### config.mk
export PLATFORM = sky130hd
export DESIGN_NAME = ocpwm_channel
export DESIGN_NICKNAME = d
export VERILOG_FILES = /design/src/rtl/ocpwm_pkg.sv /design/src/rtl/oc_regfile.sv /design/src/rtl/oc_source.sv /design/src/rtl/oc_outlogic.sv /design/src/rtl/ocpwm_channel.sv
export SDC_FILE = /design/constraint.sdc
export NUM_CORES = 1
export LEC_CHECK = 0
export ABC_CLOCK_PERIOD_IN_PS = 1700
export BUFFER_PORTS_ARGS = -buffer_cell sky130_fd_sc_hd__buf_2
export CORE_MARGIN = 2
export CORE_UTILIZATION = 35
export CTS_CLUSTER_DIAMETER = 150
export DETAILED_ROUTE_END_ITERATION = 10
export HOLD_SLACK_MARGIN = 0.08
export RECOVER_POWER = 100
export SYNTH_ARGS = -nofsm -noshare
export SYNTH_HDL_FRONTEND = slang
export SYNTH_SLANG_ARGS = --single-unit
### constraint.sdc
create_clock -name clk -period 1.7 [get_ports clk]
set_input_delay 0.085 -clock clk [delete_from_list [all_inputs] [get_ports clk]]
set_output_delay 0.085 -clock clk [all_outputs]
set_load 0.005 [all_outputs]
### src/rtl/ocpwm_pkg.sv
package ocpwm_pkg;
  localparam int CNT_W  = 16;
  localparam int ADDR_W = 2;

  typedef enum logic [2:0] {
    M_OFF    = 3'd0,
    M_HI     = 3'd1,
    M_LO     = 3'd2,
    M_TGL    = 3'd3,
    M_PULSE1 = 3'd4,
    M_PULSEN = 3'd5,
    M_PWM    = 3'd6,
    M_PWMF   = 3'd7
  } oc_mode_e;

  localparam logic [ADDR_W-1:0] A_CTL = 2'd0;
  localparam logic [ADDR_W-1:0] A_PRI = 2'd1;
  localparam logic [ADDR_W-1:0] A_SEC = 2'd2;

  localparam int TSEL_BIT = 3;
endpackage

### src/rtl/oc_regfile.sv
module oc_regfile
  import ocpwm_pkg::*;
#(
  parameter int W  = CNT_W,
  parameter int AW = ADDR_W
) (
  input  logic          clk,
  input  logic          rst_n,
  input  logic          wr_en,
  input  logic [AW-1:0] wr_addr,
  input  logic [W-1:0]  wr_data,
  input  logic          dup_load,
  output logic          ctl_wr,
  output oc_mode_e      ctl_new_mode,
  output oc_mode_e      mode_q,
  output logic          tsel_q,
  output logic [W-1:0]  pri_q,
  output logic [W-1:0]  sec_q
);
  oc_mode_e   mode_d;
  logic       tsel_d;
  logic [W-1:0] pri_d, sec_d;
  logic       pri_wr, sec_wr;

  assign ctl_wr       = wr_en && (wr_addr == A_CTL);
  assign pri_wr       = wr_en && (wr_addr == A_PRI);
  assign sec_wr       = wr_en && (wr_addr == A_SEC);
  assign ctl_new_mode = oc_mode_e'(wr_data[2:0]);

  always_comb begin
    mode_d = mode_q;
    tsel_d = tsel_q;
    pri_d  = pri_q;
    sec_d  = sec_q;
    if (ctl_wr) begin
      mode_d = ctl_new_mode;
      tsel_d = wr_data[TSEL_BIT];
    end
    if (dup_load)    pri_d = sec_q;
    else if (pri_wr) pri_d = wr_data;
    if (sec_wr) sec_d = wr_data;
  end

  always_ff @(posedge clk or negedge rst_n) begin
    if (!rst_n) begin
      mode_q <= M_OFF;
      tsel_q <= 1'b0;
      pri_q  <= '0;
      sec_q  <= '0;
    end else begin
      mode_q <= mode_d;
      tsel_q <= tsel_d;
      pri_q  <= pri_d;
      sec_q  <= sec_d;
    end
  end

  // a period copy moves the buffered duty into the primary register
  assert_dup_copy_R8: assert property (@(posedge clk) disable iff (!rst_n)
    dup_load |=> (pri_q == $past(sec_q)));
  // a control write lands in the mode field
  assert_ctl_load_R3: assert property (@(posedge clk) disable iff (!rst_n)
    ctl_wr |=> (mode_q == $past(ctl_new_mode)));
endmodule

### src/rtl/oc_source.sv
module oc_source
  import ocpwm_pkg::*;
#(
  parameter int W    = CNT_W,
  parameter int NSRC = 2
) (
  input  logic                tsel,
  input  logic [NSRC*W-1:0]   tmr_flat,
  input  logic [NSRC-1:0]     per_vec,
  input  logic [W-1:0]        pri,
  input  logic [W-1:0]        sec,
  output logic                hit_pri,
  output logic                hit_sec,
  output logic                per_hit
);
  localparam int SW = (NSRC > 1) ? $clog2(NSRC) : 1;

  logic [W-1:0] cnt_arr [NSRC];
  logic [W-1:0] cnt;
  logic [SW-1:0] sel;

  generate
    for (genvar g = 0; g < NSRC; g++) begin : g_src
      assign cnt_arr[g] = tmr_flat[g*W +: W];
    end
  endgenerate

  assign sel     = SW'(tsel);
  assign cnt     = cnt_arr[sel];
  assign per_hit = per_vec[sel];
  assign hit_pri = (cnt == pri);
  assign hit_sec = (cnt == sec);
endmodule

### src/rtl/oc_outlogic.sv
module oc_outlogic
  import ocpwm_pkg::*;
(
  input  logic     clk,
  input  logic     rst_n,
  input  logic     hold,
  input  logic     fault_in,
  input  oc_mode_e mode_q,
  input  logic     ctl_wr,
  input  oc_mode_e ctl_new_mode,
  input  logic     hit_pri,
  input  logic     hit_sec,
  input  logic     per_hit,
  input  logic     sec_zero,
  output logic     dup_load,
  output logic     pin_q,
  output logic     oe,
  output logic     irq_q
);
  logic pin_d, fault_q, fault_d, done_q, done_d, irq_d;

  always_comb begin
    pin_d    = pin_q;
    fault_d  = fault_q;
    done_d   = done_q;
    irq_d    = 1'b0;
    dup_load = 1'b0;
    if (ctl_wr) begin
      pin_d   = (ctl_new_mode == M_LO);
      fault_d = 1'b0;
      done_d  = 1'b0;
    end else if (!hold) begin
      unique case (mode_q)
        M_OFF: pin_d = 1'b0;
        M_HI, M_LO: begin
          if (hit_pri && !done_q) begin
            pin_d  = (mode_q == M_HI);
            done_d = 1'b1;
            irq_d  = 1'b1;
          end
        end
        M_TGL: begin
          if (hit_pri) begin
            pin_d = ~pin_q;
            irq_d = 1'b1;
          end
        end
        M_PULSE1, M_PULSEN: begin
          if (!done_q) begin
            if (hit_sec) begin
              pin_d  = 1'b0;
              irq_d  = 1'b1;
              done_d = (mode_q == M_PULSE1);
            end else if (hit_pri) begin
              pin_d = 1'b1;
            end
          end
        end
        default: begin
          if (fault_q) begin
            pin_d = 1'b0;
          end else if ((mode_q == M_PWMF) && fault_in) begin
            fault_d = 1'b1;
            pin_d   = 1'b0;
            irq_d   = 1'b1;
          end else if (per_hit) begin
            dup_load = 1'b1;
            pin_d    = !sec_zero;
            irq_d    = 1'b1;
          end else if (hit_pri) begin
            pin_d = 1'b0;
          end
        end
      endcase
    end
  end

  always_ff @(posedge clk or negedge rst_n) begin
    if (!rst_n) begin
      pin_q   <= 1'b0;
      fault_q <= 1'b0;
      done_q  <= 1'b0;
      irq_q   <= 1'b0;
    end else begin
      pin_q   <= pin_d;
      fault_q <= fault_d;
      done_q  <= done_d;
      irq_q   <= irq_d;
    end
  end

  assign oe = (mode_q != M_OFF) && !fault_q;

  // off mode keeps the pin low
  assert_off_low_R12: assert property (@(posedge clk) disable iff (!rst_n)
    (mode_q == M_OFF && !ctl_wr) |=> !pin_q);
  // hold freezes pin and fault latch
  assert_hold_freeze_R11: assert property (@(posedge clk) disable iff (!rst_n)
    (hold && !ctl_wr) |=> ($stable(pin_q) && $stable(fault_q) && !irq_q));
  // a latched fault persists until a control write
  assert_fault_sticky_R10: assert property (@(posedge clk) disable iff (!rst_n)
    (fault_q && !ctl_wr) |=> fault_q);
  // while faulted the pin is low
  assert_fault_low_R10: assert property (@(posedge clk) disable iff (!rst_n)
    (fault_q && !ctl_wr) |=> !pin_q);
  // a period strobe with nonzero duty raises the pin
  assert_pwm_rise_R8: assert property (@(posedge clk) disable iff (!rst_n)
    (!ctl_wr && !hold && !fault_q && !fault_in && mode_q == M_PWM && per_hit && !sec_zero) |=> pin_q);
endmodule

### src/rtl/ocpwm_channel.sv
module ocpwm_channel
  import ocpwm_pkg::*;
#(
  parameter int W  = CNT_W,
  parameter int AW = ADDR_W
) (
  input  logic          clk,
  input  logic          rst_n,
  input  logic          hold_i,
  input  logic [W-1:0]  tmr_a_i,
  input  logic [W-1:0]  tmr_b_i,
  input  logic          per_a_i,
  input  logic          per_b_i,
  input  logic          fault_i,
  input  logic          wr_en_i,
  input  logic [AW-1:0] wr_addr_i,
  input  logic [W-1:0]  wr_data_i,
  output logic          pin_o,
  output logic          oe_o,
  output logic          irq_o
);
  localparam int NSRC = 2;

  logic [1:0] rst_sync_q;
  logic       rst_ns;

  always_ff @(posedge clk or negedge rst_n) begin
    if (!rst_n) rst_sync_q <= 2'b00;
    else        rst_sync_q <= {rst_sync_q[0], 1'b1};
  end
  assign rst_ns = rst_sync_q[1];

  logic     ctl_wr, tsel_q, dup_load, hit_pri, hit_sec, per_hit;
  oc_mode_e ctl_new_mode, mode_q;
  logic [W-1:0] pri_q, sec_q;

  oc_regfile #(.W(W), .AW(AW)) u_regs (
    .clk(clk), .rst_n(rst_ns),
    .wr_en(wr_en_i), .wr_addr(wr_addr_i), .wr_data(wr_data_i),
    .dup_load(dup_load),
    .ctl_wr(ctl_wr), .ctl_new_mode(ctl_new_mode),
    .mode_q(mode_q), .tsel_q(tsel_q), .pri_q(pri_q), .sec_q(sec_q)
  );

  oc_source #(.W(W), .NSRC(NSRC)) u_src (
    .tsel(tsel_q),
    .tmr_flat({tmr_b_i, tmr_a_i}),
    .per_vec({per_b_i, per_a_i}),
    .pri(pri_q), .sec(sec_q),
    .hit_pri(hit_pri), .hit_sec(hit_sec), .per_hit(per_hit)
  );

  oc_outlogic u_out (
    .clk(clk), .rst_n(rst_ns),
    .hold(hold_i), .fault_in(fault_i),
    .mode_q(mode_q), .ctl_wr(ctl_wr), .ctl_new_mode(ctl_new_mode),
    .hit_pri(hit_pri), .hit_sec(hit_sec), .per_hit(per_hit),
    .sec_zero(sec_q == '0),
    .dup_load(dup_load),
    .pin_q(pin_o), .oe(oe_o), .irq_q(irq_o)
  );
endmodule

# --- After elaboration in Yosys (flattened, before gate mapping) ---
# Index checks and enable logic that the tools add are counted.
totals:
  out_inout_bits: 3
  in_bits: 57
  wordCells: 97
  reg_bits: 42
classes:
  n_mux: 45
  magnitude_cmp: 2
  n_bitwise: 2
  reduce_logical: 22
  n_eq_ne: 17
op_table:
  columns: ["operator", "count"]
  rows:
  - ["$mux 16", 5]
  - ["$mux 1", 37]
  - ["$eq 16x16->1", 2]
  - ["$logic_not 16->1", 1]
  - ["$eq 3x2->1 const B", 3]
  - ["$eq 3x3->1 const B", 3]
  - ["$pmux 1 s4", 2]
  - ["$reduce_bool 8->1", 1]
  - ["$logic_and 1x1->1", 6]
  - ["$ne 3x2->1 const B", 2]
  - ["$reduce_and 6->1", 1]
  - ["$reduce_bool 3->1", 2]
  - ["$reduce_or 6->1", 1]
  - ["$ne 2x1->1 const B", 2]
  - ["$ne 4x3->1 const B", 1]
  - ["$reduce_or 2->1", 2]
  - ["$eq 3x1->1 const B", 1]
  - ["$logic_not 1->1", 3]
  - ["$logic_not 3->1", 1]
  - ["$ne 3x3->1 const B", 1]
  - ["$reduce_and 3->1", 1]
  - ["$eq 2x1->1 const B", 1]
  - ["$eq 2x2->1 const B", 1]
  - ["$ge 2x2->1 const B", 1]
  - ["other kinds (7)", 7]

# --- Logic depth before layout (Yosys ltp) ---
# Gate-level depths: netlist (run 1).
logic_depth:
  depth_word: 12
  ltp_mapped: 9
  mapped_depth_nobuf: 7

# --- Modules after synthesis ---
# From an unflattened synthesis (run 1), not the netlist that was laid out.
hier_totals:
  cells_unflattened: 224
  area_unflattened_um2: 2715.1
by_module_without_submodules:
  columns: ["module", "seq_area_each_um2", "instances", "cells_each", "area_per_inst_um2"]
  rows:
  - ["oc_regfile", 900.9, 1, 99, 1611.5]
  - ["oc_source", 0.0, 1, 61, 569.3]
  - ["oc_outlogic", 100.1, 1, 56, 446.7]
  - ["ocpwm_channel", 50.0, 1, 8, 87.6]

# --- Least setup slack after synthesis (run 1) ---
# Ideal clock, no wire load.
synth_timing:
  kind: "register -> register"
  startpoint: "reg u_regs.tsel_q"
  endpoint: "reg u_out.done_q"
  arrival_ns: 1.963
  path_stages_with_launch: 10
  period_less_slack_ns: 2.027
  path_slack_ns: -0.327
  setup_ns: 0.064
  t_required_ns: 1.636
  n_path_buf: 2
  cell_sequence: "dfrtp_1 buf_6 buf_12 mux2i_4 xnor2_1 nor4_2 nand4_1 or3b_1 o32ai_1 a21o_1"
synth_between:
  elab_chain_len: 10
  word_cells_on_any_way: 14
  cone_classes: "eq/ne: 3; mux: 8; bitwise: 1; reduce/logical: 2"
synth_lines:
  columns: ["item", "line", "source"]
  rows:
  - ["start: declaration", "oc_regfile.sv:16", "output logic tsel_q,"]
  - ["start signal: assignment", "oc_regfile.sv:52", "tsel_q <= tsel_d;"]
  - ["$not 1->2 (implied by the code) *", "oc_source.sv:29", "assign cnt = cnt_arr[sel];"]
  - ["$mux 16 (implied by the code) * (3 in series)", "oc_source.sv:29", null]
  - ["$eq 16x16->1", "oc_source.sv:32", "assign hit_sec = (cnt == sec);"]
  - ["$mux 1", "oc_outlogic.sv:50", "if (hit_sec) begin"]
  - ["$mux 1", "oc_outlogic.sv:49", "if (!done_q) begin"]
  - ["$pmux 1 s2", "oc_outlogic.sv:33", "unique case (mode_q)"]
  - ["$mux 1", "oc_outlogic.sv:32", "end else if (!hold) begin"]
  - ["$mux 1", "oc_outlogic.sv:28", "if (ctl_wr) begin"]
  - ["end signal: assignment", "oc_outlogic.sv:87", "done_q <= done_d;"]
  - ["end: declaration", "oc_outlogic.sv:20", "logic pin_d, fault_q, fault_d, done_q, done_d, irq_d;"]
# Mark *: on every way between the ends. The rest lies on a longest branch, timed or not. The select of a mux whose other input is x is not followed.
# A chain may end at the register's enable or synchronous reset.

# --- Final worst setup path (run 1) ---
# Same ends and word-level chain as after synthesis.

==> key figures, run 1 <==
Outcome
  – Status: finished with violations
  – Violated checks: negative setup slack

Synthesis
  – Sequential fraction of the synthesis area: 0.417
  – Netlist cell types: 35
  – Mapped Area: ~0.0025 sq mm
  – Synth area leaders: dfrtp_1, xnor2_1, mux2i_1, mux2_2, a21oi_1
  – Synth cell count leaders: dfrtp_1, xnor2_1, mux2i_1
  – Count leader, synth: dfrtp_1
  – Post-synthesis cell count: between 200 and 250
  – Top_reg_cell synth: dfrtp_1
  – Synth area leader: dfrtp_1
  – Mean Syn Cell Area: between 10 and 15 sq um
  – Yosys warns: 0
  – Post-synth EDFFs: 0
  – Synth async-reset ratio: 1.00
  – Syn Nets: slightly below 300
  – Yosys top cell area share: 0.417
  – Yosys reg bits: 42

Routing
  – TritonRoute pass-1 iters: 4
  – Initial DRC Count: 70
  – Routed WL: 6550 um
  – Final ANT Viol Nets: 0
  – DR DRC count: 0
  – DR vias: 2159
  – Vias/cell: about 5
  – Drt wl/cell: 15.0 um

Placement
  – Placer Congestion: 0.854
  – DP Wirelength: 4620 um
  – Dpl ws: -0.593 ns
  – Port bufs: 59
  – Placed Cells incl. Taps: slightly above 400

Finish
  – Fin nets: 395
  – Fillers: 645
  – Area Overhead vs Synth: 41.3%
  – Non-Filler Instances: 435
  – Layout cells sized above 1: 0.413
  – Antenna cells: 0

Floorplan
  – Die height: roughly 89 um
  – Die W: about 89 um
  – Core Box Area: 0.00687 sq mm
  – I/O Pins: 60
  – Initial Utilization: 0.367
  – Die area: 0.00789 sq mm
  – Rows: 30

Global routing
  – Overflow left after global routing: 0
  – Number of antenna violations at the first check in global routing: 0
  – First-pass GRT wire length: between 10000 and 15000 um
  – Largest net degree at the start of global routing: approximately 40
  – Vias in the first global route: 2116
  – GRT Total Usage: 0.175

Power
  – Pwr dens: 1030 mW/mm^2
  – Max VDD drop: between 0.4 and 0.5 mV
  – Leak: 1.55 nW

Worst hold path
  – Hold crit path type: in2reg

Timing
  – Setup_tns: -2.66 ns
  – Relative slew slack: 0.297
  – Final setup violating endpoints: 19
  – RSZ-0062 raised after global routing: yes
  – Final hold vios: 0
  – Final Critical Period: 2.27 ns
  – Fin. max-slew vios: 0
  – Final worst slack: -0.567 ns
  – FMAX: 441 MHz
  – Slew @ Worst Pin: 1.05 ns
  – Fin crit share: 1.33
  – Clock Skew: 0.0121 ns

Critical path
  – Worst Path Arrival: between 2 and 3 ns
  – Crit Path Class: reg2reg
  – Startpoint class of the critical path: flop
  – Cells along the critical path: buf_6, buf_6, mux2i_4, xnor2_2, nor4_2, nand4_1, or3b_4, o32ai_2, a21o_1
  – Max stage delay on crit path: 0.47 ns
  – Required @ worst endpoint: 1.94 ns
  – Slowest CP cell: dfrtp_2
  – Crit path top cell by count: buf_6
  – Reg-to-reg slack, setup: -0.57 ns
  – Crit end category: flop
  – Crit Path Max Fanout: 4

Clock tree
  – CTS tree: yes
  – Reg clk slew, reported paths: 0.08 ns
  – Cts bufs inserted: 5
  – Clock sink count: 42
  – Root buf cell: clkbuf_8
  – H-Tree Depth: 2
  – Clk Latency, worst-skew pair: 0.30 ns
  – Clk buf depth: 2

Flow run
  – Max-Cap Viols: 0
logic make-up after synthesis:
logic type,Yosys count,synth area share
flops,42,0.417
buf+inv,15,0.0318
other cells,1,0.00149
simple gates,60,0.126
compound gates,32,0.0745
xor+xnor,33,0.115
mux,51,0.234
per-stage QoR:
step | util | hold WS, ns | area [sq um] | total power [mW]
global placement | 0.451 | -0.128 | 3100 | 2.70
detailed placement | 0.451 | -0.129 | 3100 | 2.72
finish | 0.518 | 0.101 | 3560 | 3.66
CTS | 0.500 | 0.0870 | 3430 | 3.59
global route | 0.518 | 0.110 | 3560 | 3.90
floorplan | - | -0.211 | 2530 | 2.30
power by group:
group / internal [mW] / switching [mW]
logic: 0.787 / 0.623
clock network: 0.440 / 0.351
registers: 1.24 / 0.215
total: 2.47 / 1.19
area by class of cell:
| class | count | area (sq um) | area share |
|---|---|---|---|
| clock inverter | 1 | 30.0 | 0.00844 |
| multi-input combinational | 177 | 1540 | 0.433 |
| inverter | 3 | 11.3 | 0.00316 |
| timing repair buffer | 109 | 727 | 0.204 |
| clock buffer | 7 | 76.3 | 0.0214 |
| sequential | 42 | 1050 | 0.296 |
| tap | 96 | 120 | 0.0338 |
worst max-delay path: cells and delay by family, from the launching register on:
| kind | cells | cell delay [ns] |
|---|---|---|
| and+or+nand+nor | 3 | 0.87 |
| DFF | 1 | 0.47 |
| buffers and inverters | 2 | 0.28 |
| AOI/OAI and AO/OA | 2 | 0.24 |
| muxes | 1 | 0.19 |
| xor gates and xnor gates | 1 | 0.14 |
what timing repair did:
action | in CTS | in global routing
hold buffers | 18 | 0
gates cloned | 0 | 1
pin swaps | 2 | 9
setup endpoints to repair | 3 | 19
hold endpoints to repair | 20 | 0
setup buffers | 0 | 4
gates resized for setup | 9 | 26
flip-flops by register name, summed over array words and instances, names as in the netlist:
name	cells
u_out.done_q	1
u_regs.tsel_q	1
u_out.fault_q	1
rst_sync_q	2
u_out.irq_q	1
u_regs.pri_q	16
u_out.pin_q	1
u_regs.mode_q	3
u_regs.sec_q	16
path summary, 6_finish.rpt:
kind                            cells after the start         endpoint     startpoint
worst max-delay path                                9     u_out.done_q  u_regs.tsel_q
worst min-delay path                                4    u_out.fault_q         hold_i
worst max register to register                      9     u_out.done_q  u_regs.tsel_q
worst min register to register                      0    rst_sync_q[1]  rst_sync_q[0]
max in group asynchronous                           1    u_regs.tsel_q  rst_sync_q[1]
min in group asynchronous                           1  u_regs.pri_q[2]  rst_sync_q[1]
layer usage:
| metal | vias up | wire length [um] | global-route usage |
|---|---|---|---|
| met5 | - | 0 | 0 |
| met4 | 0 | 51 | 0.0413 |
| met3 | 6 | 279 | 0.0317 |
| met2 | 55 | 3260 | 0.286 |
| met1 | 1062 | 2960 | 0.243 |
| li1 | 1036 | - | - |
cells in the final DEF, fill, tap and decap left out, types with 9 or more instances in the layout:
cell type      count
xnor2_1           32
nand2_1           11
a21oi_1           18
clkbuf_1          13
buf_4             17
nor2_1            14
mux2_2            18
mux2i_4            9
dfrtp_1           41
dlygate4sd3_1     18
buf_2             57
mux2i_1           17
Note: power is estimated with default switching activity, not from simulation.
==> run 2: changes to the inputs <==
CORE_UTILIZATION = 54   (was 35)
PLACE_DENSITY = 0.8   (was not set)
REMOVE_ABC_BUFFERS = 1   (was not set)
SETUP_SLACK_MARGIN = 0.4   (was not set)
==> run 2 against run 1 <==
Against the previous run: the run still ends with negative setup slack left; highest routed layer unchanged; register-to-register slack got worse by 0.14 ns; wire length rose by 13%; clock-buffer cell count did not move; worst hold slack worse by 0.011 ns.
==> key figures, run 2 (same netlist as run 1, synthesis figures left out) <==
Outcome
  – Status: finished with violations
  – Violated checks: negative setup slack

Finish
  – Layout cells sized above 1: 0.404 (-0.00848)
  – Largest regs: u_regs.pri_q x16, u_regs.sec_q x16, u_regs.mode_q x3
  – Commonest non-fill, non-tap cell in the layout: buf_2
  – Post-layout util: 0.816 (+0.298)
  – Final instance area: 0.00360 sq mm (+1.3%)
  – Antenna cells: 0 (unchanged)
  – Most frequent cells in the layout: buf_2, dfrtp_1, xnor2_1
  – Area Overhead vs Synth: 43.1%
  – Fin nets: 412 (+4.3%)
  – Fillers: 259 (-60%)

Critical path
  – Startpoint class of the critical path: flop
  – Required @ worst endpoint: 1.94 ns (about the same)
  – Reg-to-reg slack, setup: -0.71 ns (-0.14 ns)
  – Crit end category: flop
  – Max stage delay on crit path: 0.45 ns (-0.02 ns)
  – R2R Path End: u_out.done_q
  – Worst Path Arrival: 2.65 ns (+0.15 ns)
  – Crit path top cell by count: buf_12
  – CP delay by family, top: simple AND/OR/NAND/NOR gates
  – Slowest CP cell: or3b_4
  – Crit Path Max Fanout: 6 (+2)
  – Reg2Reg Depth: 10 (+1)
  – CP Buf/Inv Count: 3 (+1)
  – Cells along the critical path: buf_12, buf_12, mux2i_1, buf_4, xnor2_1, nor4_2, nand4_1, or3b_4, o32ai_2, a21o_1
  – Crit Path Class: reg2reg
  – Reg-to-reg startpoint: u_regs.tsel_q

Routing
  – TritonRoute pass-1 iters: 4 (unchanged)
  – Drt wl/cell: 18.2 um (+21%)
  – DR DRC count: 0 (unchanged)
  – Initial DRC Count: 202 (+190%)
  – Final ANT Viol Nets: 0 (unchanged)
  – Routed WL: 7410 um (+13%)
  – DR vias: 2339 (+8.3%)
  – Vias/cell: 5.73 (+16%)

Timing
  – Fin crit share: 1.42 (+0.0824)
  – Final Critical Period: 2.41 ns (+0.140 ns)
  – Final worst slack: -0.707 ns (-0.140 ns)
  – Hold_ws: 0.0894 ns (-0.0114 ns)
  – Fin. max-slew vios: 0 (unchanged)
  – RSZ-0062 raised after global routing: yes
  – Setup_tns: -5.87 ns (-3.21 ns)
  – Final hold vios: 0 (unchanged)
  – Clock Skew: 0.00756 ns (-0.00459 ns)
  – Slew @ Worst Pin: 0.753 ns (-0.301 ns)
  – Final setup violating endpoints: 19 (unchanged)
  – FMAX: 416 MHz (-5.8%)
  – Relative slew slack: 0.498 (+0.200)

Clock tree
  – CTS tree: yes
  – Cts bufs inserted: 5 (unchanged)
  – Reg clk slew, reported paths: 0.08 ns (about the same)
  – Clock sink count: 42 (unchanged)
  – Clk buf depth: 2 (unchanged)
  – Root buf cell: clkbuf_8
  – Clk Latency, worst-skew pair: 0.30 ns (about the same)
  – H-Tree Depth: 2 (unchanged)

Global routing
  – Overflow left after global routing: 0 (unchanged)
  – First-pass GRT wire length: 10900 um (+3.6%)
  – Vias in the first global route: 2194 (+3.7%)
  – Largest net degree at the start of global routing: 29 (-29%)
  – GRT Total Usage: 0.278 (+0.102)
  – Number of antenna violations at the first check in global routing: 0 (unchanged)

Placement
  – DP Wirelength: 4530 um (-2.1%)
  – DP Area: 0.00309 sq mm (-0.20%)
  – Port bufs: 59 (unchanged)
  – Placer Congestion: 0.907 (+6.2%)

Flow run
  – Max-Cap Viols: 0 (unchanged)

Floorplan
  – Rows: 24 (-20%)
  – Initial Utilization: 0.571 (+0.204)
  – Core Box Area: 0.00441 sq mm (-36%)
  – Die area: 0.00523 sq mm (-34%)
  – I/O Pins: 60 (unchanged)
  – Die height: 72.3 um (-19%)
  – Die W: 72.3 um (-19%)

Worst hold path
  – Hold depth: 2 (-2)
  – Hold crit path type: in2reg
  – Hold Startpoint: wr_data_i[2]
  – Hold Path Sink: u_regs.mode_q[2]

Power
  – Total power draw: 3.73 mW (+2.0%)
  – Leak: 1.61 nW (+4.2%)
  – Max VDD drop: 0.697 mV (+45%)
  – Pwr dens: 1040 mW/mm^2 (+0.74%)
run 2: cell count changes in the layout (fill, tap and decap cells not counted), sizes merged:
cell         change
bufinv           -1
dlygate4sd3      -2
buf             +12
clkbuf           +7
clkinv           +1
run 2: timing repair:
item,in CTS,in global routing
endpoints found under the hold margin,18,0
pin swaps,6,13
gates resized for setup,20,16
hold buffers,16,0
cloned,0,1
setup endpoints to repair,20,20
setup buffers,4,10
run 2: worst max-delay path by stage:
| stage | start | to | slack [ns] | cells past startpoint |
|---|---|---|---|---|
| floorplan | u_regs.tsel_q | u_out.done_q | -0.84 | 7 |
| global placement | u_regs.tsel_q | u_out.done_q | -0.52 | 8 |
| detailed placement | u_regs.tsel_q | u_out.irq_q | -0.57 | 8 |
| CTS | u_regs.tsel_q | u_out.done_q | -0.56 | 9 |
| global route | u_regs.tsel_q | u_out.done_q | -0.80 | 9 |
| finish | u_regs.tsel_q | u_out.done_q | -0.71 | 10 |
run 2: through the flow:
stage               std cells  setup slack (ns)
finish                    408            -0.707
global route              408            -0.804
CTS                       397            -0.560
detailed placement        369            -0.569
global placement          369            -0.517
floorplan                 222            -0.842
run 2: cell type report:
| class | instances | area (sq um) | area share |
|---|---|---|---|
| Multi-Input combinational cell | 177 | 1560 | 0.434 |
| Sequential cell | 42 | 1050 | 0.292 |
| Timing Repair Buffer | 126 | 822 | 0.228 |
| Clock buffer | 7 | 86.3 | 0.0240 |
| Tap cell | 52 | 65.1 | 0.0181 |
| Inverter | 3 | 11.3 | 0.00312 |
| Clock inverter | 1 | 5.00 | 0.00139 |
run 2: metal layers:
metal | vias up | track usage | part of all wire
met3 | 21 | 0.0500 | 0.068
met5 | - | 0 | 0
met2 | 108 | 0.467 | 0.49
met4 | 0 | 0.0922 | 0.027
met1 | 1135 | 0.364 | 0.41
li1 | 1075 | - | -
run 2: where the power goes:
part	internal (mW)	switching [mW]	total (mW)	leakage, nW
registers	1.24	0.220	1.46	0.498
logic	0.864	0.733	1.60	1.07
clock network	0.328	0.346	0.674	0.0482
